`src/rtl/intr_pkg.sv`:
```
`timescale 1ns/1ps
package intr_pkg;
    typedef struct packed {
        logic prev;
        logic pend;
    } nmi_state_t;

    typedef struct packed {
        logic iff1;
        logic iff2;
    } iff_state_t;
endpackage

```
`src/rtl/intr_nmi_latch.sv`:
```
`timescale 1ns/1ps
module intr_nmi_latch
    import intr_pkg::*;
(
    input  logic clk,
    input  logic rst_n,
    input  logic nmi_n_i,
    input  logic take_i,
    output logic pend_o
);
    nmi_state_t st_d, st_q;
    logic       fall;

    always_comb begin
        fall       = st_q.prev & ~nmi_n_i;
        st_d.prev  = nmi_n_i;
        st_d.pend  = (st_q.pend & ~take_i) | fall;
    end

    always_ff @(posedge clk or negedge rst_n) begin
        if (!rst_n) begin
            st_q.prev <= 1'b1;
            st_q.pend <= 1'b0;
        end else begin
            st_q <= st_d;
        end
    end

    assign pend_o = st_q.pend;

    assert_edge_sets_R1: assert property (@(posedge clk) disable iff (!rst_n)
        (st_q.prev && !nmi_n_i) |=> pend_o);
    assert_pend_holds_R1: assert property (@(posedge clk) disable iff (!rst_n)
        (pend_o && !take_i) |=> pend_o);
    assert_pend_clears_R2: assert property (@(posedge clk) disable iff (!rst_n)
        (take_i && !(st_q.prev && !nmi_n_i)) |=> !pend_o);
endmodule

```
`src/rtl/intr_iff_regs.sv`:
```
`timescale 1ns/1ps
module intr_iff_regs
    import intr_pkg::*;
#(
    parameter int MODE_W = 2
) (
    input  logic              clk,
    input  logic              rst_n,
    input  logic              nmi_take_i,
    input  logic              int_take_i,
    input  logic              ie_set_i,
    input  logic              ie_clr_i,
    input  logic              ie_restore_i,
    input  logic              im_wr_i,
    input  logic [MODE_W-1:0] im_val_i,
    output logic              iff1_o,
    output logic              iff2_o,
    output logic [MODE_W-1:0] mode_o
);
    iff_state_t        ff_d, ff_q;
    logic [MODE_W-1:0] mode_d, mode_q;

    always_comb begin
        ff_d   = ff_q;
        mode_d = im_wr_i ? im_val_i : mode_q;
        if (nmi_take_i) begin
            ff_d.iff2 = ff_q.iff1;
            ff_d.iff1 = 1'b0;
        end else if (int_take_i) begin
            ff_d.iff1 = 1'b0;
            ff_d.iff2 = 1'b0;
        end else if (ie_clr_i) begin
            ff_d.iff1 = 1'b0;
            ff_d.iff2 = 1'b0;
        end else if (ie_set_i) begin
            ff_d.iff1 = 1'b1;
            ff_d.iff2 = 1'b1;
        end else if (ie_restore_i) begin
            ff_d.iff1 = ff_q.iff2;
        end
    end

    always_ff @(posedge clk or negedge rst_n) begin
        if (!rst_n) begin
            ff_q   <= '0;
            mode_q <= '0;
        end else begin
            ff_q   <= ff_d;
            mode_q <= mode_d;
        end
    end

    assign iff1_o = ff_q.iff1;
    assign iff2_o = ff_q.iff2;
    assign mode_o = mode_q;

    assert_nmi_backup_R7: assert property (@(posedge clk) disable iff (!rst_n)
        nmi_take_i |=> (!iff1_o && (iff2_o == $past(iff1_o))));
    assert_int_clear_R7: assert property (@(posedge clk) disable iff (!rst_n)
        int_take_i |=> (!iff1_o && !iff2_o));
    assert_set_cmd_R8: assert property (@(posedge clk) disable iff (!rst_n)
        (ie_set_i && !ie_clr_i && !nmi_take_i && !int_take_i) |=> (iff1_o && iff2_o));
    assert_take_excl_R2: assert property (@(posedge clk) disable iff (!rst_n)
        !(nmi_take_i && int_take_i));
    assert_mode_load_R9: assert property (@(posedge clk) disable iff (!rst_n)
        im_wr_i |=> (mode_o == $past(im_val_i)));
endmodule

```
`src/rtl/intr_arbiter.sv`:
```
`timescale 1ns/1ps
module intr_arbiter #(
    parameter int              ADDR_W  = 16,
    parameter logic [ADDR_W-1:0] NMI_VEC = 16'h0066,
    parameter int              MODE_W  = 2
) (
    input  logic              clk,
    input  logic              rst_n,
    input  logic              instr_end_i,
    input  logic              bus_req_i,
    input  logic              pend_i,
    input  logic              int_n_i,
    input  logic              iff1_i,
    input  logic              halted_i,
    input  logic [MODE_W-1:0] mode_i,
    output logic              nmi_take_o,
    output logic              int_take_o,
    output logic              accept_o,
    output logic              accept_nmi_o,
    output logic [ADDR_W-1:0] restart_addr_o,
    output logic              push_pc_o,
    output logic              ack_cycle_o,
    output logic [MODE_W-1:0] accept_mode_o,
    output logic              halt_wake_o
);
    typedef struct packed {
        logic              acc;
        logic              nmi;
        logic [ADDR_W-1:0] addr;
        logic              push;
        logic              ack;
        logic [MODE_W-1:0] mode;
        logic              wake;
    } arb_out_t;

    arb_out_t out_d, out_q;
    logic     window;

    always_comb begin
        window     = instr_end_i & ~bus_req_i;
        nmi_take_o = window & pend_i;
        int_take_o = window & ~pend_i & ~int_n_i & iff1_i;
        out_d.acc  = nmi_take_o | int_take_o;
        out_d.nmi  = nmi_take_o;
        out_d.addr = nmi_take_o ? NMI_VEC : '0;
        out_d.push = nmi_take_o;
        out_d.ack  = int_take_o;
        out_d.mode = out_d.acc ? mode_i : '0;
        out_d.wake = out_d.acc & halted_i;
    end

    always_ff @(posedge clk or negedge rst_n) begin
        if (!rst_n) out_q <= '0;
        else        out_q <= out_d;
    end

    assign accept_o       = out_q.acc;
    assign accept_nmi_o   = out_q.nmi;
    assign restart_addr_o = out_q.addr;
    assign push_pc_o      = out_q.push;
    assign ack_cycle_o    = out_q.ack;
    assign accept_mode_o  = out_q.mode;
    assign halt_wake_o    = out_q.wake;

    assert_nmi_wins_R2: assert property (@(posedge clk) disable iff (!rst_n)
        (instr_end_i && !bus_req_i && pend_i) |=> (accept_o && accept_nmi_o && push_pc_o && !ack_cycle_o));
    assert_int_gated_R4: assert property (@(posedge clk) disable iff (!rst_n)
        (!pend_i && (int_n_i || !iff1_i)) |=> !accept_o);
    assert_busreq_blocks_R5: assert property (@(posedge clk) disable iff (!rst_n)
        bus_req_i |=> !accept_o);
    assert_no_end_no_take_R6: assert property (@(posedge clk) disable iff (!rst_n)
        !instr_end_i |=> !accept_o);
    assert_wake_R10: assert property (@(posedge clk) disable iff (!rst_n)
        halt_wake_o |-> accept_o);
    assert_ack_is_int_R3: assert property (@(posedge clk) disable iff (!rst_n)
        ack_cycle_o |-> (accept_o && !accept_nmi_o && !push_pc_o));
endmodule

```
`src/rtl/intr_accept_unit.sv`:
```
`timescale 1ns/1ps
module intr_accept_unit #(
    parameter int                ADDR_W  = 16,
    parameter logic [ADDR_W-1:0] NMI_VEC = 16'h0066,
    parameter int                MODE_W  = 2
) (
    input  logic              clk,
    input  logic              rst_n,
    input  logic              nmi_n,
    input  logic              int_n,
    input  logic              bus_req,
    input  logic              instr_end,
    input  logic              halted,
    input  logic              ie_set,
    input  logic              ie_clr,
    input  logic              ie_restore,
    input  logic              im_wr,
    input  logic [MODE_W-1:0] im_val,
    output logic              accept,
    output logic              accept_nmi,
    output logic [ADDR_W-1:0] restart_addr,
    output logic              push_pc,
    output logic              ack_cycle,
    output logic [MODE_W-1:0] accept_mode,
    output logic              halt_wake,
    output logic              iff1,
    output logic              iff2
);
    logic              pend;
    logic              nmi_take;
    logic              int_take;
    logic [MODE_W-1:0] mode;

    intr_nmi_latch u_latch (
        .clk     (clk),
        .rst_n   (rst_n),
        .nmi_n_i (nmi_n),
        .take_i  (nmi_take),
        .pend_o  (pend)
    );

    intr_iff_regs #(.MODE_W(MODE_W)) u_iff (
        .clk          (clk),
        .rst_n        (rst_n),
        .nmi_take_i   (nmi_take),
        .int_take_i   (int_take),
        .ie_set_i     (ie_set),
        .ie_clr_i     (ie_clr),
        .ie_restore_i (ie_restore),
        .im_wr_i      (im_wr),
        .im_val_i     (im_val),
        .iff1_o       (iff1),
        .iff2_o       (iff2),
        .mode_o       (mode)
    );

    intr_arbiter #(.ADDR_W(ADDR_W), .NMI_VEC(NMI_VEC), .MODE_W(MODE_W)) u_arb (
        .clk            (clk),
        .rst_n          (rst_n),
        .instr_end_i    (instr_end),
        .bus_req_i      (bus_req),
        .pend_i         (pend),
        .int_n_i        (int_n),
        .iff1_i         (iff1),
        .halted_i       (halted),
        .mode_i         (mode),
        .nmi_take_o     (nmi_take),
        .int_take_o     (int_take),
        .accept_o       (accept),
        .accept_nmi_o   (accept_nmi),
        .restart_addr_o (restart_addr),
        .push_pc_o      (push_pc),
        .ack_cycle_o    (ack_cycle),
        .accept_mode_o  (accept_mode),
        .halt_wake_o    (halt_wake)
    );

    assert_single_pulse_R12: assert property (@(posedge clk) disable iff (!rst_n)
        (accept && !instr_end) |=> !accept);
endmodule

```
`config.mk`:
```
export PLATFORM = sky130hd
export DESIGN_NAME = intr_accept_unit
export DESIGN_NICKNAME = d
export VERILOG_FILES = /design/src/rtl/intr_pkg.sv /design/src/rtl/intr_nmi_latch.sv /design/src/rtl/intr_iff_regs.sv /design/src/rtl/intr_arbiter.sv /design/src/rtl/intr_accept_unit.sv
export SDC_FILE = /design/constraint.sdc
export NUM_CORES = 1
export LEC_CHECK = 0
export CORE_MARGIN = 2
export CORE_UTILIZATION = 31
export DETAILED_ROUTE_END_ITERATION = 8
export GPL_TIMING_DRIVEN = 0
export HOLD_SLACK_MARGIN = 0.08
export PLACE_DENSITY = 0.76
export SETUP_SLACK_MARGIN = 0.5
export SLEW_MARGIN = 20
export SYNTH_ARGS = -nofsm -noshare
export SYNTH_HDL_FRONTEND = slang
export SYNTH_SLANG_ARGS = --single-unit
```
`constraint.sdc`:
```
create_clock -name clk -period 0.95 [get_ports clk]
set_clock_uncertainty 0.1 [all_clocks]
set_input_delay 0.095 -clock clk [delete_from_list [all_inputs] [get_ports clk]]
set_output_delay 0.095 -clock clk [all_outputs]
set_load 0.005 [all_outputs]
```
==> summary.txt, run 1 <==
Status
  – Status: finished with violations
  – Violated checks: hold timing, setup timing

Critical path
  – Max incr delay on CP: between 0.4 and 0.5 ns
  – Crit-path slowest cell: dfrtp_2
  – WP buf/inv: 3
  – Cell family with most CP delay: flip-flops
  – Critical path capture point type: output port
  – Reg2reg end: u_iff.iff1_o
  – Reg2reg setup slack: -0.14 ns
  – Setup CP Type: flip-flop to output port
  – Critical Path, Cell by Cell: buf_6 > buf_6 > buf_6
  – Critical path peak fanout: 5
  – Critical R2R Launch: u_iff.iff1_o
  – WP data arrival: between 1 and 1.5 ns
  – Setup crit start kind: flip-flop
  – CP most frequent cell: buf_6
  – Critical Path RT: roughly 0.75 ns
  – Number of cells on the worst reg-to-reg path: 4

Clocking
  – Root Buffer: clkbuf_4
  – Inserted Clock Buffers: 3
  – CTS tree: built
  – Clock Pin Slew Worst Setup and Hold Paths: 0.07 ns
  – Clock Sinks: 12
  – H-Tree Depth: 1
  – Clk Latency, worst-skew pair: between 0.2 and 0.3 ns
  – Clock Tree Buf Depth: 2

STA
  – WHS: -0.406 ns
  – Final Max Tran Viols: 0
  – Fin crit share: 1.32
  – RSZ-0062 raised after global routing: yes
  – Min Clock Period, post-route: between 1 and 1.5 ns
  – Hold Fails Final Rpt: 13
  – Setup violations, final: 16
  – Worst setup margin: -0.302 ns
  – Max frequency: roughly 0.80 GHz

Routing
  – Routed vias/inst: roughly 3.6
  – 1st-pass router iterations: 2
  – WL per Instance: ~8.5 um
  – Post-route ant nets: 0
  – Via count: 432
  – DRC viols: 0
  – Initial DRC Count: 3
  – WL final: approximately 1000 um

Finish
  – Most common cell after layout, fill and taps aside: buf_6
  – Core Util, Final: 0.578
  – P&R area growth vs syn: 74.5%
  – Ratio of cells with drive above 1 in the final layout: 0.547
  – Most frequent cells in the layout: buf_6, buf_4, conb_1
  – Nets: roughly 110
  – # diodes: 0

GRT
  – First-pass GRT wire length: between 1500 and 2000 um
  – Largest net degree at the start of global routing: 13
  – Congestion Overflow GR: 0
  – Total GRT Usage: 0.102
  – Vias in the first global route: 363
  – Initial antenna violation count: 0

Floorplanning
  – DIE HEIGHT: 47.2 um
  – Initial Utilization: 0.331
  – Core Region: 0.00175 mm2
  – IO Pins: 38
  – Die Width: roughly 47 um
  – Row count: 15
  – Die area: 0.00223 mm2

Power
  – Clk pwr share: 0.306
  – Pwr dens: between 1000 and 1500 mW/mm2
  – Psw: roughly 0.28 mW
  – Pleak: approximately 0.54 nW
  – Total power: 1.26 mW
  – Maximum vdd drop: 1.01 mV
  – Int Pwr: roughly 0.98 mW
  – Sw Ratio: 0.220
  – Combinational share of power: 0.243
  – Sequential group share of total power: 0.450

Yosys
  – FF+latch count, synth: 12
  – Mapped Cells: approximately 50
  – Sequential area share after synthesis: 0.522
  – Ys Warns: 0
  – Syn Area/Cell: ~12 um2
  – Cell area after synthesis: approximately 580 um2
  – Synth cell types: 17

Job
  – # Max-Cap Violations: 0

Placed design
  – Gpl congestion: approximately 0.62
  – Post-DP HPWL: between 800 and 900 um
  – Port bufs: 25

Hold path
  – Hold Crit Class: input pin to asynchronous set/reset pin
through the flow:
stage	instance area, um2	hold WS (ns)	cells	setup TNS, ns	setup WS (ns)
floorplan	647	-0.301	60	-0.0396	-0.0396
global placement	928	0.363	110	-3.69	-0.261
detailed placement	928	0.369	110	-4.01	-0.272
CTS	997	-0.192	120	-2.14	-0.308
global route	1010	-0.405	120	-3.07	-0.344
finish	1010	-0.406	120	-2.14	-0.302
flip-flops by register name, summed over array words and instances (netlist names):
signal and count:
u_latch.st_q 1, u_iff.iff1_o 1, u_arb.accept_o 1, u_iff.iff2_o 1, u_iff.mode_o 2, u_arb.ack_cycle_o 1, u_arb.restart_addr_o 1, u_latch.pend_o 1
u_arb.halt_wake_o 1, u_arb.accept_mode_o 2
cell families (layout without fill, tap and decap cells):
| family | Yosys count | after routing | share of synthesized area |
|---|---|---|---|
| buffers and inverters | 19 | 54 | 0.234 |
| flip-flops | 12 | 12 | 0.522 |
| AND/OR/NAND/NOR | 10 | 10 | 0.121 |
| AO/OA/AOI/OAI | 5 | 5 | 0.0779 |
| multiplexers | 2 | 2 | 0.0390 |
| other | 1 | 12 | 0.00649 |
area by class of cell:
| cell class | instances | area, um2 |
|---|---|---|
| Fill cell | 159 | 737 |
| Sequential cell | 12 | 303 |
| Timing Repair Buffer | 31 | 279 |
| Multi-Input combinational cell | 29 | 205 |
| Buffer | 17 | 146 |
| Clock buffer | 4 | 36.3 |
| Tap cell | 25 | 31.3 |
| Inverter | 2 | 7.51 |
worst reg2reg max path: stages (launching register included):
cell      delay [ns]
dfrtp_1         0.40
buf_6           0.14
nor2b_1         0.13
a211oi_2        0.14
nor3_1          0.06
worst max-delay path by stage:
stage,from,endpoint,slack [ns],cells after the start
2_1_floorplan,u_iff.iff1_o,u_iff.iff1_o,-0.04,3
3_3_place_gp,u_arb.restart_addr_o[5],restart_addr[1],-0.26,2
3_5_place_dp,u_arb.restart_addr_o[5],restart_addr[1],-0.27,2
4_1_cts,u_arb.restart_addr_o[5],push_pc,-0.31,3
5_1_grt,u_arb.restart_addr_o[5],push_pc,-0.34,3
6_report,u_arb.restart_addr_o[5],push_pc,-0.30,3
Yosys cell counts:
master	n	share of area
nor2b_1	1	0.011
conb_1	1	0.0065
o2bb2ai_1	1	0.015
nor2_1	1	0.0065
dfrtp_1	11	0.48
buf_4	17	0.22
and2_1	3	0.032
nand2_1	1	0.0065
a21oi_4	1	0.028
o21bai_1	1	0.013
a211oi_1	1	0.013
dfstp_2	1	0.045
nor3_1	2	0.017
inv_1	2	0.013
nand2b_4	2	0.048
mux2_2	2	0.039
o21ai_0	1	0.0086
repair_timing:
action                                  4_1_cts  5_1_grt
setup buffers                                 6        0
gates resized for setup                      63        5
pin swaps                                     2        0
endpoints found under the hold margin        13       14
endpoints found under the setup margin       37       25
routing by layer:
layer | up-vias | track usage | wire length, um
li1 | 219 | - | -
met1 | 181 | 0.110 | 377
met2 | 32 | 0.170 | 474
met3 | 0 | 0.0692 | 170
met4 | 0 | 0.0167 | 0
met5 | - | 0 | 0
power by group through the flow:
stage | registers [mW] | logic (mW) | clock network [mW]
2_1_floorplan | 0.582 | 0.127 | 0
3_3_place_gp | 0.583 | 0.256 | 0
3_5_place_dp | 0.585 | 0.261 | 0
4_1_cts | 0.567 | 0.298 | 0.403
5_1_grt | 0.572 | 0.334 | 0.443
6_report | 0.568 | 0.307 | 0.386
Note: power is estimated with default switching activity, not from simulation.
==> run 2, diff against run 1 <==
Settings changed: SLEW_MARGIN 20 to 10.
==> results of run 2 <==
The final DEF is identical to that of run 1; final timing and power are the same.
